$ cat config.mk
export PLATFORM = sky130hd
export DESIGN_NAME = bus_cycle_seq
export DESIGN_NICKNAME = d
export VERILOG_FILES = /design/src/rtl/bcs_pkg.sv /design/src/rtl/bcs_arbiter.sv /design/src/rtl/bcs_phase_fsm.sv /design/src/rtl/bcs_bus_drive.sv /design/src/rtl/bus_cycle_seq.sv
export SDC_FILE = /design/constraint.sdc
export NUM_CORES = 1
export LEC_CHECK = 0
export BUFFER_PORTS_ARGS = -buffer_cell sky130_fd_sc_hd__buf_2
export CORE_MARGIN = 5
export CORE_UTILIZATION = 25
export DETAILED_ROUTE_END_ITERATION = 6
export HOLD_SLACK_MARGIN = 0.12
export PLACE_DENSITY = 0.49
export REMOVE_ABC_BUFFERS = 1
export SYNTH_ARGS = -nofsm -noshare
export SYNTH_HDL_FRONTEND = slang
export SYNTH_SLANG_ARGS = --single-unit
$ cat constraint.sdc
create_clock -name clk -period 1.78 [get_ports clk]
set_clock_uncertainty 0.05 [all_clocks]
set_input_delay 0.178 -clock clk [delete_from_list [all_inputs] [get_ports clk]]
set_output_delay 0.178 -clock clk [all_outputs]
set_load 0.01 [all_outputs]
$ cat src/rtl/bcs_pkg.sv
package bcs_pkg;

  typedef enum logic [2:0] {
    K_MRD  = 3'd0,
    K_MWR  = 3'd1,
    K_IORD = 3'd2,
    K_IOWR = 3'd3,
    K_INTA = 3'd4,
    K_HALT = 3'd5,
    K_PF   = 3'd6
  } kind_e;

  typedef enum logic [2:0] {
    PH_IDLE = 3'd0,
    PH_T1   = 3'd1,
    PH_T2   = 3'd2,
    PH_T3   = 3'd3,
    PH_T4   = 3'd4
  } phase_e;

  typedef enum logic [1:0] {
    SRC_NONE = 2'd0,
    SRC_PF   = 2'd1,
    SRC_EXE  = 2'd2,
    SRC_DMA  = 2'd3
  } src_e;

  localparam logic [2:0] ST_PASSIVE = 3'b111;

  // Cycle-type code driven on the status lines.
  function automatic logic [2:0] status_of(kind_e k);
    case (k)
      K_INTA:  status_of = 3'b000;
      K_IORD:  status_of = 3'b001;
      K_IOWR:  status_of = 3'b010;
      K_HALT:  status_of = 3'b011;
      K_PF:    status_of = 3'b100;
      K_MRD:   status_of = 3'b101;
      K_MWR:   status_of = 3'b110;
      default: status_of = ST_PASSIVE;
    endcase
  endfunction

  function automatic logic is_rd(kind_e k);
    is_rd = (k == K_MRD) || (k == K_IORD) || (k == K_PF);
  endfunction

  function automatic logic is_wr(kind_e k);
    is_wr = (k == K_MWR) || (k == K_IOWR);
  endfunction

  function automatic logic is_io(kind_e k);
    is_io = (k == K_IORD) || (k == K_IOWR);
  endfunction

  function automatic kind_e from_exe(logic [2:0] c);
    case (c)
      3'd1:    from_exe = K_MWR;
      3'd2:    from_exe = K_IORD;
      3'd3:    from_exe = K_IOWR;
      3'd4:    from_exe = K_INTA;
      3'd5:    from_exe = K_HALT;
      default: from_exe = K_MRD;
    endcase
  endfunction

  function automatic kind_e from_dma(logic [1:0] c);
    from_dma = from_exe({1'b0, c});
  endfunction

endpackage

$ cat src/rtl/bcs_arbiter.sv
module bcs_arbiter
  import bcs_pkg::*;
#(
  parameter int AW     = 20,
  parameter int DW     = 16,
  parameter int QW     = 4,
  parameter int PF_MIN = 2,
  parameter int IO_HI  = 4
) (
  input  logic          dma_req,
  input  logic [1:0]    dma_kind,
  input  logic [AW-1:0] dma_addr,
  input  logic [DW-1:0] dma_wdata,
  input  logic          exe_req,
  input  logic [2:0]    exe_kind,
  input  logic [AW-1:0] exe_addr,
  input  logic [DW-1:0] exe_wdata,
  input  logic [QW-1:0] pf_free,
  input  logic [AW-1:0] pf_addr,
  output logic          pick_vld,
  output src_e          pick_src,
  output kind_e         pick_kind,
  output logic [AW-1:0] pick_addr,
  output logic [DW-1:0] pick_wdata
);

  localparam int NSRC = 3;
  localparam logic [QW-1:0] PF_MIN_Q = QW'(PF_MIN);

  // Port cycles clear the top address bits.
  function automatic logic [AW-1:0] place_addr(kind_e k, logic [AW-1:0] a);
    logic [AW-1:0] r;
    r = a;
    if (is_io(k)) r[AW-1 -: IO_HI] = '0;
    return r;
  endfunction

  // Index 0 lowest priority, NSRC-1 highest.
  logic          req_v   [NSRC];
  kind_e         kind_v  [NSRC];
  logic [AW-1:0] addr_v  [NSRC];
  logic [DW-1:0] wdata_v [NSRC];
  logic          pf_ok;

  assign pf_ok = (pf_free >= PF_MIN_Q);

  always_comb begin
    req_v[0]   = pf_ok;
    kind_v[0]  = K_PF;
    addr_v[0]  = pf_addr;
    wdata_v[0] = '0;
    req_v[1]   = exe_req;
    kind_v[1]  = from_exe(exe_kind);
    addr_v[1]  = exe_addr;
    wdata_v[1] = exe_wdata;
    req_v[2]   = dma_req;
    kind_v[2]  = from_dma(dma_kind);
    addr_v[2]  = dma_addr;
    wdata_v[2] = dma_wdata;
  end

  always_comb begin
    pick_vld   = 1'b0;
    pick_src   = SRC_NONE;
    pick_kind  = K_MRD;
    pick_addr  = '0;
    pick_wdata = '0;
    for (int i = 0; i < NSRC; i++) begin
      if (req_v[i]) begin
        pick_vld   = 1'b1;
        pick_src   = src_e'(2'(i + 1));
        pick_kind  = kind_v[i];
        pick_addr  = place_addr(kind_v[i], addr_v[i]);
        pick_wdata = wdata_v[i];
      end
    end
  end

endmodule

$ cat src/rtl/bcs_phase_fsm.sv
module bcs_phase_fsm
  import bcs_pkg::*;
(
  input  logic   clk,
  input  logic   rst_n,
  input  logic   pick_vld,
  output phase_e phase,
  output logic   accept
);

  // A new cycle may begin from idle or straight out of T4.
  assign accept = pick_vld && ((phase == PH_IDLE) || (phase == PH_T4));

  always_ff @(posedge clk) begin
    if (!rst_n) begin
      phase <= PH_IDLE;
    end else begin
      case (phase)
        PH_IDLE, PH_T4: phase <= accept ? PH_T1 : PH_IDLE;
        PH_T1:          phase <= PH_T2;
        PH_T2:          phase <= PH_T3;
        PH_T3:          phase <= PH_T4;
        default:        phase <= PH_IDLE;
      endcase
    end
  end

endmodule

$ cat src/rtl/bcs_bus_drive.sv
module bcs_bus_drive
  import bcs_pkg::*;
#(
  parameter int AW = 20,
  parameter int DW = 16
) (
  input  logic          clk,
  input  logic          rst_n,
  input  phase_e        phase,
  input  logic          accept,
  input  src_e          pick_src,
  input  kind_e         pick_kind,
  input  logic [AW-1:0] pick_addr,
  input  logic [DW-1:0] pick_wdata,
  input  logic [DW-1:0] din,
  output logic [2:0]    status,
  output logic [AW-1:0] addr,
  output logic          rd_n,
  output logic          wr_n,
  output logic [DW-1:0] dout,
  output logic          dout_en,
  output logic [2:0]    grant,
  output logic [DW-1:0] rdata,
  output logic          rd_done,
  output logic          pf_push
);

  kind_e         cur_kind;
  src_e          cur_src;
  logic [AW-1:0] cur_addr;
  logic [DW-1:0] cur_wdata;
  logic          in_status, in_strobe, in_data;

  // The cycle registers keep the last cycle during idle, which sets idle drive.
  always_ff @(posedge clk) begin
    if (!rst_n) begin
      cur_kind  <= K_MRD;
      cur_src   <= SRC_NONE;
      cur_addr  <= '0;
      cur_wdata <= '0;
      rdata     <= '0;
    end else begin
      if (accept) begin
        cur_kind  <= pick_kind;
        cur_src   <= pick_src;
        cur_addr  <= pick_addr;
        cur_wdata <= pick_wdata;
      end
      if ((phase == PH_T3) && is_rd(cur_kind)) rdata <= din;
    end
  end

  assign in_status = (phase == PH_T1) || (phase == PH_T2) || (phase == PH_T3);
  assign in_strobe = (phase == PH_T2) || (phase == PH_T3);
  assign in_data   = in_strobe || (phase == PH_T4);

  always_comb begin
    status  = in_status ? status_of(cur_kind) : ST_PASSIVE;
    addr    = cur_addr;
    rd_n    = !(in_strobe && is_rd(cur_kind));
    wr_n    = !(in_strobe && is_wr(cur_kind));
    dout_en = is_wr(cur_kind) && (in_data || (phase == PH_IDLE));
    dout    = dout_en ? cur_wdata : '0;
    rd_done = (phase == PH_T4) && is_rd(cur_kind);
    pf_push = rd_done && (cur_src == SRC_PF);
    grant   = 3'b000;
    if (phase == PH_T1) begin
      case (cur_src)
        SRC_DMA: grant = 3'b100;
        SRC_EXE: grant = 3'b010;
        SRC_PF:  grant = 3'b001;
        default: grant = 3'b000;
      endcase
    end
  end

endmodule

$ cat src/rtl/bus_cycle_seq.sv
module bus_cycle_seq
  import bcs_pkg::*;
#(
  parameter int AW     = 20,
  parameter int DW     = 16,
  parameter int QW     = 4,
  parameter int PF_MIN = 2,
  parameter int IO_HI  = 4
) (
  input  logic          clk,
  input  logic          rst_n,
  input  logic          dma_req,
  input  logic [1:0]    dma_kind,
  input  logic [AW-1:0] dma_addr,
  input  logic [DW-1:0] dma_wdata,
  input  logic          exe_req,
  input  logic [2:0]    exe_kind,
  input  logic [AW-1:0] exe_addr,
  input  logic [DW-1:0] exe_wdata,
  input  logic [QW-1:0] pf_free,
  input  logic [AW-1:0] pf_addr,
  input  logic [DW-1:0] din,
  output logic [2:0]    status,
  output logic [AW-1:0] addr,
  output logic          rd_n,
  output logic          wr_n,
  output logic [DW-1:0] dout,
  output logic          dout_en,
  output logic [2:0]    grant,
  output logic [DW-1:0] rdata,
  output logic          rd_done,
  output logic          pf_push
);

  logic          pick_vld;
  src_e          pick_src;
  kind_e         pick_kind;
  logic [AW-1:0] pick_addr;
  logic [DW-1:0] pick_wdata;
  phase_e        phase;
  logic          accept;

  // Named phase events for the checker.
  logic ph_idle, ph_t1, ph_t4;
  assign ph_idle = (phase == PH_IDLE);
  assign ph_t1   = (phase == PH_T1);
  assign ph_t4   = (phase == PH_T4);

  bcs_arbiter #(
    .AW(AW), .DW(DW), .QW(QW), .PF_MIN(PF_MIN), .IO_HI(IO_HI)
  ) u_arb (
    .dma_req   (dma_req),
    .dma_kind  (dma_kind),
    .dma_addr  (dma_addr),
    .dma_wdata (dma_wdata),
    .exe_req   (exe_req),
    .exe_kind  (exe_kind),
    .exe_addr  (exe_addr),
    .exe_wdata (exe_wdata),
    .pf_free   (pf_free),
    .pf_addr   (pf_addr),
    .pick_vld  (pick_vld),
    .pick_src  (pick_src),
    .pick_kind (pick_kind),
    .pick_addr (pick_addr),
    .pick_wdata(pick_wdata)
  );

  bcs_phase_fsm u_fsm (
    .clk     (clk),
    .rst_n   (rst_n),
    .pick_vld(pick_vld),
    .phase   (phase),
    .accept  (accept)
  );

  bcs_bus_drive #(.AW(AW), .DW(DW)) u_drv (
    .clk       (clk),
    .rst_n     (rst_n),
    .phase     (phase),
    .accept    (accept),
    .pick_src  (pick_src),
    .pick_kind (pick_kind),
    .pick_addr (pick_addr),
    .pick_wdata(pick_wdata),
    .din       (din),
    .status    (status),
    .addr      (addr),
    .rd_n      (rd_n),
    .wr_n      (wr_n),
    .dout      (dout),
    .dout_en   (dout_en),
    .grant     (grant),
    .rdata     (rdata),
    .rd_done   (rd_done),
    .pf_push   (pf_push)
  );

endmodule

---- Word level (Yosys, flattened, before mapping) ----
Cells that the tools add are included.
storage, ports and cells
  output and inout bits ................... 63
  input bits .............................. 121
  bits in registers ....................... 60
  logic and storage cells ................. 80
cells by class
  reduce and logical (&&, ||, !) cells .... 23
  multiplexer cells ....................... 25
  equality and inequality tests ........... 25
  $lt $le $gt $ge ......................... 1
operators by type and width
  operator            count
  $mux 20             3
  $mux 16             3
  $eq 3x2->1 const B  8
  $pmux 3 s7          1
  $eq 3x3->1 const B  6
  $mux 3              5
  $pmux 3 s5          1
  $eq 2x2->1 const B  6
  $pmux 3 s4          1
  $logic_or 1x1->1    11
  $eq 3x1->1 const B  3
  $pmux 3 s3          1
  $mux 4              2
  $logic_and 1x1->1   7
  $logic_not 3->1     2
  $pmux 2 s3          1
  $mux 1              5
  $eq 2x1->1 const B  2
  $ge 4x2->1 const B  1
  $mux 2              2
  $logic_not 1->1     2
  $reduce_or 2->1     1

---- Depth between registers and ports, before layout ----
Gate-level depths: netlist (run 1).
  depth in word-level cells ............... 7
  gate-level depth with buffers ........... 6
  mapped depth without buffers ............ 5

---- Hierarchy ----
Synthesis (run 1) repeated with hierarchy kept, for this count alone.
unflattened totals
  cell total of the unflattened synthesis .. 373
  area total of the unflattened synthesis .. 3408.3 µm²
modules (own cells, without submodules)
  module         seq. area each (µm²)  area each (µm²)  cells an instance  instances
  bcs_bus_drive  1141.1                2457.4           245                1
  bcs_arbiter    0.0                   832.0            117                1
  bcs_phase_fsm  60.1                  118.9            11                 1

---- Worst setup path after synthesis (run 1) ----
Ideal clock, no wire load.
  kind .................................... register -> output
  start point ............................. reg u_fsm.phase[1]
  end point ............................... out dout[10]
  required time ........................... 1.552 ns
  path buffers ............................ 3
  arrival ................................. 1.365 ns
  stages on the path, launching flop included .. 7
  setup slack ............................. 0.187 ns
  cells stage by stage .................... dfxtp_1 -> buf_2 -> nand2b_1 -> and3_1 -> clkbuf_1 -> clkbuf_1 -> and2_1
between the ends
  longest elaborated chain between the ends .. 6
  elaborated cells between the ends (all ways) .. 9
  those cells by class .................... 3 x eq/ne; 1 x mux; 5 x reduce/logical
ends and longest elaborated chain
  what                      RTL line             RTL
  start: declaration        bcs_phase_fsm.sv:7   output phase_e phase,
  start signal: assignment  bcs_phase_fsm.sv:19  PH_IDLE, PH_T4: phase <= accept ? PH_T1 : PH_IDLE;
  $eq 3x2->1                bcs_bus_drive.sv:54  assign in_strobe = (phase == PH_T2) || (phase == PH_T3);
  $logic_or 1x1->1          bcs_bus_drive.sv:54
  $logic_or 1x1->1          bcs_bus_drive.sv:55  assign in_data = in_strobe || (phase == PH_T4);
  $logic_or 1x1->1 *        bcs_bus_drive.sv:62  dout_en = is_wr(cur_kind) && (in_data || (phase == PH_IDLE));
  $logic_and 1x1->1 *       bcs_bus_drive.sv:62
  net dout_en               bus_cycle_seq.sv:28  output logic dout_en,
  $mux 16 *                 bcs_bus_drive.sv:63  dout = dout_en ? cur_wdata : '0;
  end: declaration          bus_cycle_seq.sv:27  output logic [DW-1:0] dout,
The timed path passes the listed nets; every way through them passes the cells marked *.

---- Worst setup path after layout (run 1) ----
  start point ............................. reg u_drv.cur_kind[2]
  end point ............................... out pf_push
between the ends
  longest elaborated chain between the ends .. 5
  elaborated cells between the ends (all ways) .. 7
  those cells by class .................... 2 x eq/ne; 5 x reduce/logical
ends and longest elaborated chain
  what                                           RTL line             RTL
  start: declaration                             bcs_bus_drive.sv:28  kind_e cur_kind;
  start signal: assignment                       bcs_bus_drive.sv:44  cur_kind <= pick_kind;
  $eq 3x2->1 or $logic_not 3->1 (tied branches)  bcs_pkg.sv:45        is_rd = (k == K_MRD) || (k == K_IORD) || (k == K_PF);
  $logic_or 1x1->1                               bcs_pkg.sv:45
  $logic_or 1x1->1 *                             bcs_pkg.sv:45
  $logic_and 1x1->1 *                            bcs_bus_drive.sv:64  rd_done = (phase == PH_T4) && is_rd(cur_kind);
  $logic_and 1x1->1 *                            bcs_bus_drive.sv:65  pf_push = rd_done && (cur_src == SRC_PF);
  end: declaration                               bus_cycle_seq.sv:32  output logic pf_push
Every way passes the cells marked *; elsewhere a longest branch is shown, timed or not.

==> results of run 1 <==
worst paths after layout:
| check | end | cells past startpoint | from |
|---|---|---|---|
| worst max register to register | u_drv.cur_wdata[12]$_SDFFE_PN0P_ | 5 | u_fsm.phase[0]$_SDFF_PN0_ |
| worst max-delay path | pf_push | 6 | u_drv.cur_kind[2]$_SDFFE_PN0P_ |
| worst min-delay path | u_drv.cur_wdata[13]$_SDFFE_PN0P_ | 3 | exe_wdata[13] |
| worst min register to register | u_drv.addr[6]$_SDFFE_PN0P_ | 2 | u_drv.addr[6]$_SDFFE_PN0P_ |
metrics by stage:
step	util, %	power [mW]
final	38.4	4.46
after global routing	38.4	4.74
after CTS	38.2	4.53
after detailed placement	33.7	2.54
after global placement	33.7	2.53
after floorplan	-	2.06
power groups by stage:
stage | Combinational, mW | Clock [mW] | Sequential, mW
after floorplan | 0.469 | 0 | 1.59
after global placement | 0.957 | 0 | 1.57
after detailed placement | 0.971 | 0 | 1.57
after CTS | 1.04 | 1.94 | 1.55
after global routing | 1.16 | 2.01 | 1.57
final | 1.04 | 1.87 | 1.55
layer usage:
metal,global-route usage (%),vias up,wire (um)
li1,-,1799,-
met4,4.46,2,216
met2,24.9,118,5420
met5,0,-,13
met3,4.78,16,905
met1,15.4,1569,4490
repair_timing:
action / 4_1_cts / 5_1_grt
hold buffers: 18 / 0
pin swaps: 0 / 1
hold endpoints to repair: 18 / 0
gates resized for setup: 18 / 6
cloned: 2 / 0
buffers inserted: 2 / 1
endpoints found under the setup margin: 18 / 17
worst min-delay path, delay by kind of cell:
kind,cells,cell delay (ps)
buffers and inverters,1,80
AO/OA/AOI/OAI,1,60
AND/OR/NAND/NOR,1,130
logic make-up after synthesis:
| kind of cell | count (synthesis) |
|---|---|
| AOI/OAI and AO/OA | 102 |
| xor gates and xnor gates | 2 |
| adders and majority gates | 2 |
| buffers and inverters | 39 |
| DFF | 60 |
| and+or+nand+nor | 195 |
placed cells by master (no fill, tap or decap), drive strengths merged, types with 2 or more instances in the layout:
cell / Yosys / routed
nor3: 3 / 3
nand3: 42 / 42
nand2b: 34 / 34
nor2b: 3 / 3
a221oi: 16 / 16
o21ai: 37 / 37
buf: 15 / 205
a21boi: 18 / 18
dfxtp: 60 / 60
a32oi: 5 / 5
or2: 3 / 3
inv: 4 / 4
clkbuf: 20 / 11
nor3b: 18 / 18
and2: 16 / 16
a21oi: 19 / 19
ha: 2 / 2
nor2: 22 / 22
o211a: 4 / 4
dlygate4sd3: 0 / 18
bufinv: 0 / 2
nand2: 45 / 45
and3: 3 / 3
state kept, by name, indices dropped and copies added (netlist names):
name / cells
u_drv.cur_kind: 3
u_drv.rdata: 16
u_drv.cur_wdata: 16
u_drv.cur_src: 2
u_fsm.phase: 3
u_drv.addr: 20
area by class of cell:
cell class | instances | share of cell area, %
well taps | 176 | 4.35
clock buffers | 11 | 4.99
repair buffers | 223 | 26.0
diodes | 1 | 0.0494
clock inverters | 4 | 1.43
multi-input cells | 301 | 39.0
flip-flops and latches | 60 | 23.9
inverters | 4 | 0.296
==> qor.txt, run 1 <==
Status: finished with violations
Failing checks: negative setup slack
Grt ovf: 0
Die Y: 126 um
Asr flop ratio synth: 0%
Initial DRC count: 96
Crit path kind: register to primary output
Yosys warning count: 0
Row count: 42
Clock tree root driver cell: clkbuf_16
Worst slew pin tran: 434 ps
Syn Inst Count: 400
Fmax: 560 MHz
Hold crit path type: primary input to register
Crit Path Max Fanout: 3
Port buffer count: 182
Initial Utilization: 25.3%
Maximum VDD drop: 0.412 mV
Switching part of the total: 26.8%
Vias in the first global route: 3636
Filler instances: 1397
Share of power burned in registers: 34.8%
Residual DRC: 0
Register area: 1210 um^2
Final ANT Viol Nets: 0
Core ar.: 13200 um^2
CP max stage delay: 340 ps
Synthesized area: 3340 um^2
Main synth FF type: dfxtp_1
Final setup viols: 1
Compound-Gate Fraction of Synth Area: 23.4%
GP Congestion: 0.747
Reg clk slew, reported paths: 50 ps
Clk_lat worst skew: 320 ps
Clk sink count: 60
Max-slew headroom: 71.0%
Final #Nets: 722
Synth top area share: 35.9%
DR vias: 3504
TritonRoute pass-1 iters: 6
Post-synth EDFFs: 0
RSZ-0062 raised after global routing: true
Die area: 15800 um^2
Required time of the critical path: 1550 ps
Synth top area cells: dfxtp_1, nand2b_1, nand3_1, o21ai_0, a221oi_2
Final std cell area, no fill: 5070 um^2
Crit path DAT: 1560 ps
# H-tree levels: 3
Layout Cells excl Fill: 780
Register area share after synthesis: 35.9%
Max Transition Viols Final: 0
Pwr/cell area: 880 nW/um^2
Largest delay share family, worst path: simple AND/OR/NAND/NOR gates
Setup_tns: -6.38 ps
Yosys cell types: 43
Clock buffer count from CTS: 9
Mux cell area share after synthesis: 0%
Max-cap violations: 0
Fin. Hold Viols: 0
Top cell type by total area after synthesis: dfxtp_1
Largest net degree at the start of global routing: 37
Multi-input gate area: 1970 um^2
Clock network power share: 42.0%
Crit. End Element: primary output
Ports: 184
Vias/cell: 4.49
Die X: 126 um
Crit path time final: 1790 ps
Synth cell count leaders: dfxtp_1, nand2_1, nand3_1
GRT Util Overall: 13.9%
First-pass GRT wire length: 18100 um
R2r setup slk: 240 ps
P_leak: 2.35 nW
Initial antenna violation count: 2
Flops & latches, synth: 60
Combinational power share: 23.2%
Post-Synth XOR/XNOR Area: 0.524%
Crit path max-delay cell type: dfxtp_2
Post-Synth Simple-Gate Area: 32.7%
Max Root-Sink Buffers: 2
Worst Hold Margin: 128 ps
Placed cells: 741
Psw: 1.19 mW
Adder-cell area share of the yosys netlist: 0.749%
Cell Chain, Critical Path: inv_2 -> ha_4 -> or2_4 -> and3_4 -> nor3b_1 -> buf_2
Worst Setup Start Kind: register
Fraction of layout instances using a drive strength above 1: 45.3%
Routed WL: 11000 um
DR WL/cell: 14.2 um
Fin crit share: 100%
Internal power: 3.26 mW
CTS tree: done
Worst slack, placed: 159 ps
Main combinational cell family by area after synthesis: simple AND/OR/NAND/NOR gates
Dpl hpwl: 8200 um
Placed Instance Area: 4450 um^2
Area delta synth->final: 51.6%
Avg Synthesized Cell Area: 8.35 um^2
Worst Path Buf+Inv: 2
Final worst slack: -6.38 ps
Most common cell in the netlist: dfxtp_1
Power figures use the tool's default switching activity.
==> inputs of run 2 (changes only) <==
Settings changed: PLACE_DENSITY 0.49 to 0.51, REMOVE_ABC_BUFFERS 1 to default.
Clock period 1.78 ns to 1.5 ns, I/O delays scaled along.
==> qor.txt, run 2 (same netlist as run 1, synthesis figures left out) <==
GRT Util Overall: 15.1% (was 13.9%)
Die Y: 126 um (unchanged)
Fin crit share: 115%
Maximum VDD drop: 0.482 mV (was 0.412 mV)
Vias in the first global route: 3941 (was 3636)
Worst slack, placed: -116 ps (was 159 ps)
Core ar.: 13200 um^2 (unchanged)
Dpl hpwl: 8280 um (was 8200 um)
# H-tree levels: 3 (unchanged)
Setup_tns: -2830 ps (was -6.38 ps)
Initial antenna violation count: 0 (was 2)
Port buffer count: 182 (unchanged)
Largest net degree at the start of global routing: 44 (was 37)
Post-layout power: 5.48 mW (was 4.46 mW)
Post-Route Utilization: 42.8% (was 38.4%)
Met1 usage in global routing: 17.3% (was 15.4%)
Max reg flops: 20 (unchanged)
Most Used Layer, Global Route: met2 (unchanged)
DR vias: 3752 (was 3504)
Residual DRC: 0 (unchanged)
Final std cell area, no fill: 5640 um^2 (was 5070 um^2)
Fmax: 580 MHz
CTS tree: done (unchanged)
Clock buffer count from CTS: 9 (unchanged)
Clock tree root driver cell: clkbuf_16 (unchanged)
Met2 GRT Util: 26.6% (was 24.9%)
TritonRoute pass-1 iters: 4 (was 6)
Fraction of layout instances using a drive strength above 1: 47.7% (was 45.3%)
Fin. Hold Viols: 0 (unchanged)
Synth Net Count: 523
P_leak: 2.60 nW (was 2.35 nW)
Reg clk slew, reported paths: 50 ps (about the same)
GP Congestion: 0.762 (was 0.747)
Status: finished with violations (unchanged)
Max Transition Viols Final: 0 (unchanged)
Final worst slack: -224 ps (was -6.38 ps)
Final setup viols: 23 (was 1)
Placed Instance Area: 4570 um^2 (was 4450 um^2)
Routed WL: 12100 um (was 11000 um)
Grt ovf: 0 (unchanged)
Most frequent cells in the layout: buf_2, dfxtp_1, nand2_1, nand3_1, dlygate4sd3_1 (was buf_2, dfxtp_1, nand2_1, nand3_1, o21ai_0)
Final ANT Viol Nets: 0 (unchanged)
Vias/cell: 4.56 (was 4.49)
Pwr/cell area: 972 nW/um^2 (was 880 nW/um^2)
Most common cell after layout, fill and taps aside: buf_2 (unchanged)
Max-slew headroom: 73.7% (was 71.0%)
Number of diodes: 0 (was 1)
Ports: 184 (unchanged)
Die X: 126 um (unchanged)
Max Root-Sink Buffers: 2 (unchanged)
Crit path kind: register to primary output (unchanged)
Crit. End Element: primary output (unchanged)
Clk sink count: 60 (unchanged)
GR Layer Usage met3: 4.06% (was 4.78%)
Crit path DAT: 1520 ps (was 1560 ps)
Final #Nets: 765 (was 722)
RSZ-0062 raised after global routing: true (unchanged)
Crit path time final: 1720 ps
Worst Setup Start Kind: register (unchanged)
Row count: 42 (unchanged)
Crit Path Max Fanout: 4 (was 3)
DR WL/cell: 14.7 um (was 14.2 um)
Failing checks: negative setup slack (unchanged)
Area delta synth->final: 68.8% (was 51.6%)
Max-cap violations: 0 (unchanged)
Clk_lat worst skew: 320 ps (about the same)
First-pass GRT wire length: 19500 um (was 18100 um)
Required time of the critical path: 1300 ps (was 1550 ps)
Worst slew pin tran: 393 ps (was 434 ps)
Die area: 15800 um^2 (unchanged)
Initial Utilization: 25.3% (unchanged)
Hold crit path type: primary input to register (unchanged)
Initial DRC count: 84 (was 96)
==> run 2: final timing paths <==
path,slack (ps),cells past startpoint,start,endpoint
max reg2reg,80,6,u_fsm.phase[0]$_SDFF_PN0_,u_drv.addr[16]$_SDFFE_PN0P_
min reg2reg,400,2,u_drv.addr[9]$_SDFFE_PN0P_,u_drv.addr[9]$_SDFFE_PN0P_
min,130,3,exe_wdata[11],u_drv.cur_wdata[11]$_SDFFE_PN0P_
max,-220,5,u_drv.cur_kind[0]$_SDFFE_PN0P_,pf_push
==> run 2: cell type report <==
class / count / area (um^2)
inverters: 4 / 15.0
clock inverters: 5 / 77.6
repair buffers: 264 / 1840
well taps: 176 / 220
flip-flops and latches: 60 / 1210
clock buffers: 10 / 229
multi-input cells: 303 / 2040
fillers: 1291 / 7550
==> run 2: layer usage <==
metal  share of wire [%]  up-vias
met5                   0        -
met4                 2.1        0
met3                 5.8       20
met2                  50      116
met1                  42     1725
li1                    -     1891
==> run 2: stage by stage <==
stage	hold WS, ps	std cells
2_1_floorplan	240	400
3_3_place_gp	347	753
3_5_place_dp	356	753
4_1_cts	121	815
5_1_grt	154	822
6_report	131	822
==> run 2: critical path, stage by stage, from the launching register on <==
cell	delay, ps
dfxtp_2	340
and3b_1	190
or2_4	250
and3_4	150
nor3b_1	130
buf_2	140
==> run 2: report_power, final <==
part	internal (mW)	total, mW	switching (mW)
Clock	1.44	2.15	0.713
Sequential	1.75	1.83	0.0824
Combinational	0.788	1.50	0.712
==> run 2: timing repair <==
action	CTS	global route
gates cloned	3	2
resized for setup	36	21
hold buffers	40	0
hold endpoints to repair	29	0
buffers inserted	4	5
pin swaps	13	5
setup endpoints to repair	35	49
==> inputs of run 3 (changes only) <==
Settings changed: CTS_BUF_LIST from default to sky130_fd_sc_hd__clkbuf_4.
==> qor.txt, run 3 (same netlist as run 1, synthesis figures left out) <==
Most common cell after layout, fill and taps aside: buf_2 (unchanged)
Initial antenna violation count: 0 (unchanged)
Area delta synth->final: 96.3% (was 68.8%)
Combinational power share: 37.7% (was 27.4%)
Vias in the first global route: 4365 (was 3941)
DR vias: 4150 (was 3752)
Reg clk slew, reported paths: 110 ps (was 50 ps)
Fraction of layout instances using a drive strength above 1: 48.5% (was 47.7%)
Largest delay share family, worst path: simple AND/OR/NAND/NOR gates (unchanged)
RSZ-0062 raised after global routing: true (unchanged)
Post-layout power: 5.07 mW (was 5.48 mW)
CP max stage delay: 360 ps (was 340 ps)
Layout Cells excl Fill: 896 (was 822)
Worst Reg2Reg Path Length in Cells: 8 (was 6)
Most frequent cells in the layout: buf_2, dlygate4sd3_1, dfxtp_1, nand2_1, o21ai_0 (was buf_2, dfxtp_1, nand2_1, nand3_1, dlygate4sd3_1)
Placed cells: 753 (unchanged)
GRT Util Overall: 16.7% (was 15.1%)
Required time of the critical path: 1300 ps (about the same)
Post-Route Utilization: 49.7% (was 42.8%)
Worst Setup Start Kind: register (unchanged)
Dpl hpwl: 8280 um (unchanged)
Max Used Layer: met4 (unchanged)
Largest net degree at the start of global routing: 44 (unchanged)
Fin crit share: 122% (was 115%)
P_leak: 2.92 nW (was 2.60 nW)
Max-cap violations: 0 (unchanged)
Filler instances: 1201 (was 1291)
Switching part of the total: 31.6% (was 27.5%)
Residual DRC: 0 (unchanged)
Max Root-Sink Buffers: 2 (unchanged)
Grt ovf: 0 (unchanged)
Status: finished with violations (unchanged)
Port buffer count: 182 (unchanged)
GP Congestion: 0.762 (unchanged)
Number of diodes: 0 (unchanged)
Psw: 1.60 mW (was 1.51 mW)
Max-slew headroom: 73.9% (was 73.7%)
Crit Path Max Fanout: 4 (unchanged)
# H-tree levels: 3 (unchanged)
Crit path DAT: 1630 ps (was 1520 ps)
Pwr/cell area: 774 nW/um^2 (was 972 nW/um^2)
Clock buffer count from CTS: 9 (unchanged)
Hold crit path type: primary input to register (unchanged)
Placed Instance Area: 4570 um^2 (unchanged)
Clk sink count: 60 (unchanged)
Synth Net Count: 523 (unchanged)
DR WL/cell: 15.3 um (was 14.7 um)
Initial Utilization: 25.3% (unchanged)
TritonRoute pass-1 iters: 4 (unchanged)
Met1 Wirelength: 5430 um (was 5120 um)
Ports: 184 (unchanged)
Hold depth: 5 (was 3)
First-pass GRT wire length: 21500 um (was 19500 um)
Cell Chain, Critical Path: and3b_1 -> or2_4 -> and3_4 -> nor3b_1 -> buf_2 (unchanged)
Die Y: 126 um (unchanged)
CTS tree: done (unchanged)
Worst slew pin tran: 391 ps (was 393 ps)
Max Transition Viols Final: 0 (unchanged)
Die X: 126 um (unchanged)
Final ANT Viol Nets: 0 (unchanged)
Maximum VDD drop: 0.472 mV (was 0.482 mV)
Fmax: 547 MHz (was 580 MHz)
Final worst slack: -328 ps (was -224 ps)
Crit path max-delay cell type: dfxtp_2 (unchanged)
Core ar.: 13200 um^2 (unchanged)
Max reg flops: 20 (unchanged)
Clk_lat worst skew: 410 ps (was 320 ps)
Critical path depth in cells: 5 (unchanged)
Vias/cell: 4.63 (was 4.56)
Final #Nets: 839 (was 765)
Clock tree root driver cell: clkbuf_4 (was clkbuf_16)
Met2 routed WL: 7220 um (was 6020 um)
DR WL met3: 748 um (was 701 um)
Initial DRC count: 93 (was 84)
Crit. End Element: primary output (unchanged)
Crit path kind: register to primary output (unchanged)
Routed WL: 13700 um (was 12100 um)
Worst Path Buf+Inv: 1 (unchanged)
Internal power: 3.47 mW (was 3.97 mW)
Failing checks: negative setup slack (unchanged)
Row count: 42 (unchanged)
Clock network power share: 25.7% (was 39.2%)
Share of power burned in registers: 36.6% (was 33.4%)
Final std cell area, no fill: 6560 um^2 (was 5640 um^2)
Crit path time final: 1830 ps (was 1720 ps)
Final setup viols: 61 (was 23)
Fin. Hold Viols: 0 (unchanged)
Die area: 15800 um^2 (unchanged)
[run 3: cell types whose count changed in the layout (fill, tap and decap cells not counted), sizes merged]
| cell | previous run | this run |
|---|---|---|
| dlygate4sd3 | 40 | 112 |
| buf | 222 | 224 |
[run 3: routing by layer]
metal	vias to the layer above	global-route usage (%)
met2	137	30.1
met1	1940	18.5
met4	0	7.46
met5	-	0
li1	2044	-
met3	29	4.06
[run 3: layout make-up]
| cell class | count | area (um^2) | share of cell area, % |
|---|---|---|---|
| clock inverter | 5 | 77.6 | 1.18 |
| sequential | 60 | 1210 | 18.5 |
| inverter | 4 | 15.0 | 0.229 |
| tap | 176 | 220 | 3.36 |
| multi-input combinational | 303 | 2320 | 35.3 |
| timing repair buffer | 338 | 2640 | 40.3 |
| clock buffer | 10 | 75.1 | 1.14 |
[run 3: final timing paths]
path,startpoint,to,slack [ps]
min reg2reg,u_drv.addr[9]$_SDFFE_PN0P_,u_drv.addr[9]$_SDFFE_PN0P_,400
max,u_drv.cur_kind[0]$_SDFFE_PN0P_,pf_push,-330
max reg2reg,u_fsm.phase[0]$_SDFF_PN0_,u_drv.addr[10]$_SDFFE_PN0P_,-230
min,exe_addr[10],u_drv.addr[10]$_SDFFE_PN0P_,170
[run 3: power groups by stage]
stage	registers, mW	clock network (mW)	logic [mW]
6_report	1.86	1.31	1.91
5_1_grt	1.88	1.44	2.07
4_1_cts	1.83	1.38	1.72
3_5_place_dp	1.86	0	1.23
3_3_place_gp	1.86	0	1.21
2_1_floorplan	1.88	0	0.677
[run 3: timing repair]
item                       in CTS  in global routing
buffers inserted                8                  4
resized for setup              62                 65
hold buffers                  112                  0
setup endpoints to repair      41                 71
hold endpoints to repair       60                  0
pin swaps                      21                 24
cloned                          4                  2
[run 3: worst reg2reg max path, cell delays in order (launching register included)]
cell	delay, ps
dfxtp_4	370
buf_12	130
buf_6	110
or2_4	260
a21oi_4	210
buf_6	170
buf_12	170
nand3_2	100
a21boi_2	120
[run 3: per-stage QoR]
step | setup WS, ps | setup TNS, ps | hold slack, ps
2_1_floorplan | 12.1 | 0 | 240
6_report | -328 | -11620 | 173
5_1_grt | -419 | -16750 | 181
3_3_place_gp | -83.5 | -786 | 347
3_5_place_dp | -116 | -2020 | 356
4_1_cts | -383 | -12370 | 121
